===== src/rtl/tplm_pkg.sv =====
// Package: shared types for the twisted-pair link monitor.
// Assumes: nothing beyond a two-state link verdict.
package tplm_pkg;

    typedef enum logic {
        LINK_FAIL = 1'b0,
        LINK_PASS = 1'b1
    } link_st_t;

endpackage


===== src/rtl/tplm_pulse_qual.sv =====
// Module: counts consecutive received link pulses of one polarity whose
// spacing lies inside [GAP_MIN, GAP_MAX] sampled edges. It raises qual_o
// on the pulse that completes a run of RUN_LEN.
// Assumes: pulse_i is a one-cycle strobe, GAP_MIN >= 1, and GAP_MAX > GAP_MIN.
module tplm_pulse_qual #(
    parameter int GAP_MIN = 50000,
    parameter int GAP_MAX = 600000,
    parameter int RUN_LEN = 6
) (
    input  logic clk,
    input  logic rst_n,
    input  logic clr_i,
    input  logic pulse_i,
    input  logic pulse_neg_i,
    output logic qual_o,
    output logic qual_neg_o
);
    localparam int GW = $clog2(GAP_MAX + 1);
    localparam int RW = $clog2(RUN_LEN + 1);

    logic [GW-1:0] gap_q;
    logic [RW-1:0] run_q;
    logic          pol_q;
    logic          gap_ok;
    logic          extend;

    // Spacing and polarity test for the pulse now arriving.
    always_comb begin
        gap_ok = (gap_q >= GW'(GAP_MIN - 1)) && (gap_q <= GW'(GAP_MAX - 1));
        extend = (run_q != '0) && (pulse_neg_i == pol_q) && gap_ok;
        qual_o = pulse_i && !clr_i && extend && (run_q == RW'(RUN_LEN - 1));
        qual_neg_o = pol_q;
    end

    // Tracks the run length, its polarity, and the edges since the last pulse.
    always_ff @(posedge clk) begin
        if (!rst_n) begin
            gap_q <= '0;
            run_q <= '0;
            pol_q <= 1'b0;
        end else if (clr_i) begin
            gap_q <= '0;
            run_q <= '0;
        end else if (pulse_i) begin
            gap_q <= '0;
            run_q <= extend ? RW'(run_q + 1'b1) : RW'(1);
            pol_q <= pulse_neg_i;
        end else if (gap_q != GW'(GAP_MAX)) begin
            gap_q <= GW'(gap_q + 1'b1);
        end else begin
            run_q <= '0;
        end
    end

endmodule


===== src/rtl/tplm_loss_timer.sv =====
// Module: link-loss watchdog. While run_i is high it counts edges since the
// last kick and raises expire_o once LOSS_TICKS edges have gone by unkicked.
// Assumes: LOSS_TICKS >= 2.
module tplm_loss_timer #(
    parameter int LOSS_TICKS = 2500000
) (
    input  logic clk,
    input  logic rst_n,
    input  logic run_i,
    input  logic kick_i,
    output logic expire_o
);
    localparam int LW = $clog2(LOSS_TICKS);

    logic [LW-1:0] cnt_q;

    // Timeout decision for the current cycle.
    always_comb expire_o = run_i && !kick_i && (cnt_q == LW'(LOSS_TICKS - 1));

    // Counts idle edges while the link is in Pass.
    always_ff @(posedge clk) begin
        if (!rst_n || !run_i || kick_i) begin
            cnt_q <= '0;
        end else if (!expire_o) begin
            cnt_q <= LW'(cnt_q + 1'b1);
        end
    end

endmodule


===== src/rtl/tplm_beat_gen.sv =====
// Module: timer for the outgoing link beat pulses. Emits one strobe every
// PERIOD cycles while the transmitter is idle, and restarts from zero when
// transmit activity ends.
// Assumes: PERIOD >= 2.
module tplm_beat_gen #(
    parameter int PERIOD = 400000
) (
    input  logic clk,
    input  logic rst_n,
    input  logic idle_i,
    output logic beat_o
);
    localparam int PW = $clog2(PERIOD);

    logic [PW-1:0] cnt_q;
    logic          wrap;

    // Marks the last count of a period.
    always_comb wrap = (cnt_q == PW'(PERIOD - 1));

    // Period counter, held at zero while transmitting; the strobe is registered.
    always_ff @(posedge clk) begin
        if (!rst_n) begin
            cnt_q  <= '0;
            beat_o <= 1'b0;
        end else if (!idle_i) begin
            cnt_q  <= '0;
            beat_o <= 1'b0;
        end else begin
            cnt_q  <= wrap ? '0 : PW'(cnt_q + 1'b1);
            beat_o <= wrap;
        end
    end

endmodule


===== src/rtl/tp_link_monitor.sv =====
// Module: twisted-pair link integrity monitor (top). Holds the Fail/Pass
// verdict, gates the data paths, flags transmit attempts made in Fail,
// locks the receive polarity and drives the link beat pulse timer.
// Assumes: all inputs are synchronous to clk; beat_rx_i is a one-cycle strobe.
module tp_link_monitor
    import tplm_pkg::*;
#(
    parameter int GAP_MIN    = 50000,
    parameter int GAP_MAX    = 600000,
    parameter int RUN_LEN    = 6,
    parameter int BEAT_TICKS = 400000,
    parameter int LOSS_TICKS = 2500000
) (
    input  logic clk,
    input  logic rst_n,
    input  logic beat_rx_i,
    input  logic beat_rx_neg_i,
    input  logic rx_act_i,
    input  logic tx_idle_i,
    input  logic tp_sel_i,
    input  logic test_dis_i,
    input  logic tx_req_i,
    output logic link_up_o,
    output logic tx_en_o,
    output logic rx_en_o,
    output logic lpbk_en_o,
    output logic col_en_o,
    output logic tx_out_o,
    output logic carrier_err_o,
    output logic col_err_o,
    output logic rx_pol_neg_o,
    output logic beat_tx_o
);
    link_st_t st_q, st_d;
    logic     sel_q;
    logic     pol_q;
    logic     err_q;
    logic     sel_rise;
    logic     in_pass;
    logic     path_open;
    logic     kick;
    logic     qual, qual_neg;
    logic     expire;

    // Derived conditions for the current cycle.
    always_comb begin
        in_pass   = (st_q == LINK_PASS);
        sel_rise  = tp_sel_i && !sel_q;
        path_open = in_pass || test_dis_i;
        kick      = rx_act_i || (beat_rx_i && (beat_rx_neg_i == pol_q));
    end

    tplm_pulse_qual #(
        .GAP_MIN(GAP_MIN),
        .GAP_MAX(GAP_MAX),
        .RUN_LEN(RUN_LEN)
    ) u_qual (
        .clk        (clk),
        .rst_n      (rst_n),
        .clr_i      (in_pass || sel_rise),
        .pulse_i    (beat_rx_i),
        .pulse_neg_i(beat_rx_neg_i),
        .qual_o     (qual),
        .qual_neg_o (qual_neg)
    );

    tplm_loss_timer #(
        .LOSS_TICKS(LOSS_TICKS)
    ) u_loss (
        .clk     (clk),
        .rst_n   (rst_n),
        .run_i   (in_pass),
        .kick_i  (kick),
        .expire_o(expire)
    );

    tplm_beat_gen #(
        .PERIOD(BEAT_TICKS)
    ) u_beat (
        .clk   (clk),
        .rst_n (rst_n),
        .idle_i(tx_idle_i),
        .beat_o(beat_tx_o)
    );

    // Next verdict: a port switch wins, then entry to Pass, then loss of link.
    always_comb begin
        st_d = st_q;
        if (sel_rise) begin
            st_d = LINK_FAIL;
        end else if (!in_pass) begin
            if (rx_act_i || qual) st_d = LINK_PASS;
        end else if (expire) begin
            st_d = LINK_FAIL;
        end
    end

    // Verdict, port-select history, locked polarity and error flag registers.
    always_ff @(posedge clk) begin
        if (!rst_n) begin
            st_q  <= LINK_FAIL;
            sel_q <= 1'b0;
            pol_q <= 1'b0;
            err_q <= 1'b0;
        end else begin
            st_q  <= st_d;
            sel_q <= tp_sel_i;
            err_q <= tx_req_i && !path_open;
            if (!in_pass && !sel_rise && qual) pol_q <= qual_neg;
        end
    end

    // Port drive.
    always_comb begin
        link_up_o     = in_pass;
        tx_en_o       = path_open;
        rx_en_o       = path_open;
        lpbk_en_o     = path_open;
        col_en_o      = path_open;
        tx_out_o      = tx_req_i && path_open;
        carrier_err_o = err_q;
        col_err_o     = err_q;
        rx_pol_neg_o  = pol_q;
    end

endmodule


===== config.mk =====
export PLATFORM = sky130hd
export DESIGN_NAME = tp_link_monitor
export DESIGN_NICKNAME = d
export VERILOG_FILES = /design/src/rtl/tplm_pkg.sv /design/src/rtl/tplm_pulse_qual.sv /design/src/rtl/tplm_loss_timer.sv /design/src/rtl/tplm_beat_gen.sv /design/src/rtl/tp_link_monitor.sv
export SDC_FILE = /design/constraint.sdc
export NUM_CORES = 1
export LEC_CHECK = 0
export BUFFER_PORTS_ARGS = -buffer_cell sky130_fd_sc_hd__buf_4
export CAP_MARGIN = 20
export CORE_ASPECT_RATIO = 0.5
export CORE_MARGIN = 3
export CORE_UTILIZATION = 45
export DETAILED_ROUTE_END_ITERATION = 8
export MAX_ROUTING_LAYER = met4
export PLACE_DENSITY = 0.72
export SETUP_SLACK_MARGIN = 0.02
export SLEW_MARGIN = 20
export SYNTH_ARGS = -nofsm -noshare
export SYNTH_HDL_FRONTEND = slang
export SYNTH_SLANG_ARGS = --single-unit

===== constraint.sdc =====
create_clock -name clk -period 3.5 [get_ports clk]
set_input_delay 0.525 -clock clk [delete_from_list [all_inputs] [get_ports clk]]
set_output_delay 0.525 -clock clk [all_outputs]
set_load 0.05 [all_outputs]

Word level (Yosys, flattened, before mapping):

Index checks and enable logic that the tools add are counted.
Widths: inputs -> output; s select.

* $add $sub $neg: 4
* multiplexer cells: 6
* equal/unequal tests: 7
* bitwise logic cells: 3
* reductions and logical operators: 34
* $lt $le $gt $ge: 2

Operators by type and width (count)
* $add 22x1->22 const B: 1
* $eq 22x22->1 const B: 1
* $add 20x1->20 const B: 1
* $ge 20x16->1 const B: 1
* $le 20x20->1 const B: 1
* $ne 20x20->1 const B: 1
* $add 19x1->19 const B: 1
* $eq 19x19->1 const B: 1
* $logic_and 1x1->1: 14
* $mux 3: 3
* $logic_not 1->1: 7
* $logic_or 1x1->1: 6
* $reduce_or 3->1: 2
* $reduce_and 2->1: 2
* $reduce_or 2->1: 2
* $add 3x1->3 const B: 1
* $eq 3x3->1 const B: 1
* $mux 1: 3
* $not 1->1: 3
* $reduce_bool 3->1: 1
* $eq 1x1->1: 2
* $ne 2x2->1 const B: 1

* flip-flop bits (word level): 70
* input port bits: 9
* logic and storage cells: 66
* output and inout bits: 10

Longest topological paths before layout:

Gate-level depths: netlist (run 1).

* depth after elaboration: 10
* gate-level depth with buffers: 7
* mapped depth without buffers: 7

Hierarchy:

A second synthesis (run 1) with hierarchy kept.

* cell total of the unflattened synthesis: 403
* area, all modules: 3520.9 µm²

Modules (own cells, without submodules)
* tplm_pulse_qual: seq. area each 480.5 µm², cells an instance 149, area an instance 1262.5 µm², times used 1
* tplm_loss_timer: seq. area each 440.4 µm², cells an instance 130, area an instance 1146.1 µm², times used 1
* tplm_beat_gen: seq. area each 400.4 µm², cells an instance 100, area an instance 903.4 µm², times used 1
* tp_link_monitor: seq. area each 80.1 µm², cells an instance 24, area an instance 209.0 µm², times used 1

Worst setup path before layout (run 1):

OpenSTA, ideal clock, no wires.

* path kind: register to register
* start point: register pol_q (netlist: rx_pol_neg_o)
* end point: register u_loss.cnt_q[6]
* slack: 1332 ps
* required time: 3441 ps
* arrival time: 2109 ps
* period minus slack after synthesis: 2168 ps
* cell stages (with the launch flop): 7
* buffers on the path: 1
* cell sequence: dfxtp_1 > xnor2_1 > a2111oi_1 > a21oi_2 > buf_2 > a31o_2 > nand2_1

* word-level cells in the longest chain between the ends: 6

RTL lines
* start: declaration: RTL line tp_link_monitor.sv:36 `logic pol_q;`
* start signal: assignment: RTL line tp_link_monitor.sv:109 `if (!in_pass && !sel_rise && qual) pol_q <= qual_neg;`
* $eq 1x1->1 (*): RTL line tp_link_monitor.sv:50 `kick = rx_act_i || (beat_rx_i && (beat_rx_neg_i == pol_q));`
* $logic_and 1x1->1 (*): RTL line tp_link_monitor.sv:50
* $logic_or 1x1->1 (*): RTL line tp_link_monitor.sv:50
* $logic_not 1->1: RTL line tplm_loss_timer.sv:18 `always_comb expire_o = run_i && !kick_i && (cnt_q == LW'(LOSS_TICKS - 1));`
* $logic_and 1x1->1 (2 in series): RTL line tplm_loss_timer.sv:18
* end signal: assignment: RTL line tplm_loss_timer.sv:25 `cnt_q <= LW'(cnt_q + 1'b1);`
* end: declaration: RTL line tplm_loss_timer.sv:15 `logic [LW-1:0] cnt_q;`

Mark *: on every way between the ends. The rest lies on a longest branch, timed or not.
A chain may end at the register's enable or synchronous reset.

Worst setup path in the final report (run 1):

* start point: register u_loss.cnt_q[0]
* end point: register u_loss.cnt_q[10]

* word-level cells in the longest chain between the ends: 2

RTL lines
* branches (longest 2 deep; another with $add 22x1->22)

Several ways; the timed one is not identified.

==> metrics.txt, run 1 <==
count leader, synth=dfxtp_1; Warnings, synthesis=0; Via density=5.40; Worst-Margin Slew=0.777 ns; CORE AREA=7020 sq um; Register-to-Register Path Depth=6; Mapped Area=3420 sq um; number of synthesized flops with an enable pin=0; Mapped Avg Cell Area=8.39 sq um; Final Hold Viols=0; initial core utilization=48.7%; RSZ-0062 raised after global routing=no; CTS Root Cell=clkbuf_16; fin nets=437; maximum vdd drop=265 uV; Ports=19; Post-Synthesis Cells=407; # rows=21; sequential area share after synthesis=41.0%; outcome=complete, no violations; Hold Buf Count CTS=0; maxcap violations=0; placed cells=502; vias in the first global route=2480; largest net degree at the start of global routing=23; total congestion overflow=0; CTS-repair resized insts=0; Mapped Nets=423; Pwr per Cell Area=505 nW/um^2; final setup skew=0.00530 ns; combinational share of power=3.8%; die area=8740 sq um; CP max FO=17; async set or reset register ratio after synthesis=0%; Worst setup EP type=register; vias post-DR=2798; post-CTS setup buffers=0; leak pwr=0.00135 uW; IO Port Bufs=18; layout cell share with drive strength beyond 1=11.7%; Design Power=2010 uW; Layout Area Growth over Synthesis=16.2%; number of antenna violations at the first check in global routing=0; # setup viols final=0; CTS Buf Count=9; TritonCTS clock tree=built; sw frac=19.5%; total net switching power=392 uW; Num Clock Sinks=70; Crit Path Category=reg2reg; deepest clock path buffer count=2; first-pass GRT wire length=11300 um; htree depth=3; DRC viols=0; Hold Crit Class=in2reg; # diodes=0; Clk pin slew, worst setup/hold paths=0.06 ns; Rel. slew slack=47.9%; Final Max Slew Viols=0; Clk pwr share=55.9%; WP data arrival=2.42 ns; WL per Instance=13.0 um; Commonest cells post-synth=dfxtp_1 (70), nor2_1 (58), nand2_1 (30); Antenna Nets Post-Route=0; synth top area cells=dfxtp_1 (41%), nor2_1 (6.4%), xor2_1 (6.2%); Synth area leader=dfxtp_1; Post-DP HPWL=4510 um; fin cells=518; gr usage total=17.1%; most common flop cell mapped by yosys=dfxtp_1; post-synth top area share=41.0%; post-synth cell types=53; RePlAce Congestion=0.801; final period utilization=61.6%; Clock Latency Late Sink=0.33 ns; Die X=129 um; Post-Route WL=6720 um; Fillers=662; 1st-iter DRT viols=181; Period minus WS final=2.15 ns; DRT Pass-1 Iters=4; Seq pwr share=40.3%; chip height=67.6 um; Core Util, Final=56.6%; Seq cells post-synth=70; critical path launch point type=register; cell depth of the worst hold path=3; max frequency=464 MHz; Fin Setup TNS=0 ns; internal power=1610 uW; WP data required=3.77 ns
==> worst max-delay path, cell delays in order, from the launching register on <==
cell and delay [ns]:
dfxtp_1 0.38, ha_1 0.21, nand2_1 0.11, a2111oi_1 0.66
a21oi_2 0.35, a31o_2 0.28, a21oi_1 0.11
==> per-layer routing <==
metal / routed length [um] / vias up / GRT usage [%]
met5: 0 / - / -
met3: 237 / 6 / 7.35
met4: 63 / 0 / 4.45
met1: 3360 / 1305 / 20.9
met2: 3060 / 20 / 26.2
li1: - / 1467 / -
==> through the flow <==
stage	cell area, sq um	hold WS, ns	worst slack [ns]
after floorplan	3420	0.418	1.33
after global placement	3600	0.431	1.28
after detailed placement	3600	0.443	1.25
after CTS	3970	0.396	1.35
after global routing	3970	0.415	1.17
final	3970	0.406	1.35
==> cells by family after synthesis <==
kind of cell	Yosys count	synth area share, %
XOR/XNOR	43	11.0
flip-flops	70	41.0
AO/OA/AOI/OAI	53	10.6
AND/OR/NAND/NOR	199	30.1
adder cells (fa/ha/maj)	7	2.56
multiplexers	2	0.586
buffers and inverters	33	4.10
==> flip-flops by register name, summed over array words and instances, names as in the netlist <==
name,flops
carrier_err_o,1
link_up_o,1
rx_pol_neg_o,1
sel_q,1
u_beat.beat_o,1
u_beat.cnt_q,19
u_loss.cnt_q,22
u_qual.gap_q,20
u_qual.qual_neg_o,1
u_qual.run_q,3
==> final timing paths <==
path,slack (ns),startpoint,to
worst min register to register,0.45,u_beat.cnt_q[0]$_SDFF_PP0_,u_beat.cnt_q[0]$_SDFF_PP0_
worst max-delay path,1.35,u_loss.cnt_q[0]$_SDFFE_PP0N_,u_loss.cnt_q[10]$_SDFFE_PP0N_
worst min-delay path,0.41,tx_req_i,carrier_err_o$_SDFF_PN0_
worst max register to register,1.35,u_loss.cnt_q[0]$_SDFFE_PP0N_,u_loss.cnt_q[10]$_SDFFE_PP0N_
==> power by group through the flow <==
stage | Sequential, uW | Combinational, uW | Clock (uW)
after floorplan | 827 | 50.8 | 0
after global placement | 824 | 75.7 | 0
after detailed placement | 824 | 76.0 | 0
after CTS | 807 | 76.7 | 1150
after global routing | 807 | 83.1 | 1190
final | 807 | 76.1 | 1120
==> cell type report <==
class | instances | area [sq um] | area share, %
multi-input combinational | 304 | 1870 | 47.2
sequential | 70 | 1400 | 35.3
clock buffer | 10 | 239 | 6.02
timing repair buffer | 19 | 143 | 3.59
clock inverter | 6 | 133 | 3.34
tap | 92 | 115 | 2.90
inverter | 17 | 63.8 | 1.61
==> placed cells by master (no fill, tap or decap), types with 3 or more instances in the layout <==
master and count:
a21o_1 3, a21oi_1 18, a31o_2 3, a31oi_1 5, a41o_1 3, and2_1 3
and3_1 8, and4_1 3, buf_4 19, bufinv_16 4, clkbuf_16 9, dfxtp_1 70
ha_1 7, inv_1 17, nand2_1 30, nand2b_1 4, nand3_1 22, nand4_1 20
nor2_1 58, nor3_1 16, nor4_1 8, o21ai_0 7, or3_1 10, xnor2_1 19
xor2_1 24
(Power assumes the default switching activity.)
==> run 2, diff against run 1 <==
- ABC_AREA: unset -> 1
- clock period: 3.5 -> 2.13 ns (I/O delays scaled with it)
==> metrics.txt, run 2 <==
outcome=complete, no violations (unchanged); post-CTS setup buffers=0 (unchanged); die area=9350 sq um (was 8740 sq um); critical path launch point type=register (unchanged); async set or reset register ratio after synthesis=0% (unchanged); most frequent cells in the layout=nand2_1 (85), inv_1 (77), nor2_1 (75) (was dfxtp_1 (70), nor2_1 (58), nand2_1 (30)); Most Frequent Cell on Critical Path=nand3_1; Num Clock Sinks=70 (unchanged); final period utilization=85.1% (was 61.6%); 1st-iter DRT viols=129 (was 181); synth top area cells=dfxtp_1 (38%), nand2_1 (8.7%), inv_1 (7.9%) (was dfxtp_1 (41%), nor2_1 (6.4%), xor2_1 (6.2%)); Largest Register=u_loss.cnt_q (unchanged); Hold Crit Class=in2reg (unchanged); Seq cells post-synth=70 (unchanged); Final Hold Viols=0 (unchanged); leak pwr=0.00166 uW (was 0.00135 uW); max frequency=552 MHz (was 464 MHz); number of antenna violations at the first check in global routing=0 (unchanged); Slowest cell on crit path=dfxtp_1 (was a2111oi_1); post-synth cell types=35 (was 53); Post-Route WL=7380 um (was 6720 um); Fin Setup TNS=0 ns (unchanged); maxcap violations=0 (unchanged); Final Max Slew Viols=0 (unchanged); deepest clock path buffer count=2 (unchanged); number of synthesized flops with an enable pin=0 (unchanged); WL per Instance=11.3 um (was 13.0 um); Antenna Nets Post-Route=0 (unchanged); initial core utilization=48.2% (was 48.7%); RePlAce Congestion=0.827 (was 0.801); CTS-repair resized insts=0 (unchanged); RSZ-0062 raised after global routing=no (unchanged); IO Port Bufs=18 (unchanged); Worst setup EP type=register (unchanged); WP data arrival=2.02 ns (was 2.42 ns); # setup viols final=0 (unchanged); chip height=69.9 um (was 67.6 um); vias post-DR=3205 (was 2798); Crit Path Category=reg2reg (unchanged); DRC viols=0 (unchanged); max reg flops=22 (unchanged); Mapped Area=3670 sq um (was 3420 sq um); sequential area share after synthesis=38.1% (was 41.0%); Mapped Nets=537 (was 423); CORE AREA=7620 sq um (was 7020 sq um); Clk pin slew, worst setup/hold paths=0.06 ns (about the same); Rel. slew slack=72.9% (was 47.9%); Fillers=763 (was 662); post-synth top area share=38.1% (was 41.0%); Warnings, synthesis=0 (unchanged); CTS Buf Count=9 (unchanged); largest net degree at the start of global routing=19 (was 23); CTS Root Cell=clkbuf_16 (unchanged); Die X=134 um (was 129 um); maximum vdd drop=406 uV (was 265 uV); most common cell after layout, fill and taps aside=nand2_1 (was dfxtp_1); CP Cell Sequence=ha_1, nand3_1, inv_1, nand3_1, nor2_1, nand2_1, nor3b_1, nor3_1 (was ha_1, nand2_1, a2111oi_1, a21oi_2, a31o_2, a21oi_1); DR WL met2=3390 um (was 3060 um); Top Registers=u_loss.cnt_q: 22 flops, u_qual.gap_q: 20 flops, u_beat.cnt_q: 19 flops (unchanged); WP data required=2.34 ns (was 3.77 ns); Ports=19 (unchanged); DRT Pass-1 Iters=4 (unchanged); Hold Buf Count CTS=0 (unchanged); Clock Latency Late Sink=0.34 ns (was 0.33 ns); htree depth=3 (unchanged); most common flop cell mapped by yosys=dfxtp_1 (unchanged); Mapped Avg Cell Area=7.05 sq um (was 8.39 sq um); Period minus WS final=1.81 ns (was 2.15 ns); slowest cell delay on critical path=0.36 ns (was 0.66 ns); Synth area leader=dfxtp_1 (unchanged); Core Util, Final=55.9% (was 56.6%); # diodes=0 (unchanged); Worst-Margin Slew=0.407 ns (was 0.777 ns); Highest Signal Layer=met4 (unchanged); CP max FO=5 (was 17); Met1 Routed Length=3660 um (was 3360 um); layout cell share with drive strength beyond 1=11.5% (was 11.7%); Layout Area Growth over Synthesis=16.0% (was 16.2%); # rows=22 (was 21); first-pass GRT wire length=13200 um (was 11300 um); Commonest cells post-synth=nand2_1 (85), inv_1 (77), nor2_1 (75) (was dfxtp_1 (70), nor2_1 (58), nand2_1 (30)); fin nets=559 (was 437); Pwr per Cell Area=776 nW/um^2 (was 505 nW/um^2); gr usage total=17.8% (was 17.1%); count leader, synth=nand2_1 (was dfxtp_1); final setup skew=0.00921 ns (was 0.00530 ns); routed length on met3=236 um (was 237 um); TritonCTS clock tree=built (unchanged); worst hold slack=0.170 ns (was 0.406 ns); total congestion overflow=0 (unchanged); vias in the first global route=3019 (was 2480); Post-DP HPWL=5360 um (was 4510 um); Via density=4.89 (was 5.40); Post-Synthesis Cells=521 (was 407)
==> run 2: metrics by stage <==
step                      power, uW  cells  cell area [sq um]  setup WS (ns)
after floorplan                1450    521               3670          0.330
after global placement         1480    640               3890          0.394
after detailed placement       1480    640               3890          0.366
after CTS                      3350    656               4260          0.325
after global routing           3430    656               4260         0.0207
final                          3310    656               4260          0.318
==> run 2: layer usage <==
metal | vias up | GRT usage [%]
met5 | - | -
met4 | 0 | 5.82
met3 | 10 | 6.69
met2 | 28 | 28.5
met1 | 1433 | 20.9
li1 | 1734 | -
==> run 2: final cells by class <==
type	count	area, sq um	area share, %
multi-input cells	364	1910	44.9
flip-flops and latches	70	1400	32.9
inverters	79	297	6.96
clock buffers	10	239	5.61
repair buffers	19	143	3.35
well taps	108	135	3.17
clock inverters	6	133	3.11
==> run 2: path summary, 6_finish.rpt <==
check / from / cells after the start / end / slack, ns
worst max-delay path: u_loss.cnt_q[0]$_SDFFE_PP0N_ / 8 / u_loss.cnt_q[20]$_SDFFE_PP0N_ / 0.32
worst min-delay path: tp_sel_i / 3 / sel_q$_SDFF_PN0_ / 0.17
worst max register to register: u_loss.cnt_q[0]$_SDFFE_PP0N_ / 8 / u_loss.cnt_q[20]$_SDFFE_PP0N_ / 0.32
worst min register to register: u_beat.cnt_q[18]$_SDFF_PP0_ / 2 / u_beat.cnt_q[18]$_SDFF_PP0_ / 0.46
==> run 2: kinds of logic after synthesis <==
logic type / Yosys count / share of synthesized area (%)
AND/OR/NAND/NOR: 274 / 36.0
buffers and inverters: 87 / 9.77
flip-flops: 70 / 38.1
AO/OA/AOI/OAI: 65 / 9.47
XOR/XNOR: 18 / 4.29
adder cells (fa/ha/maj): 7 / 2.38
==> run 2: power breakdown <==
part | switching, uW | total [uW] | internal (uW)
sequential | 8.46 | 1330 | 1320
clock | 564 | 1860 | 1290
combinational | 85.6 | 126 | 39.9
==> run 2: critical path: cells and delay by family (launching register included) <==
family	cells	cell delay, ns
AND/OR/NAND/NOR	6	0.94
buffers and inverters	1	0.16
adder cells (fa/ha/maj)	1	0.22
flip-flops	1	0.36
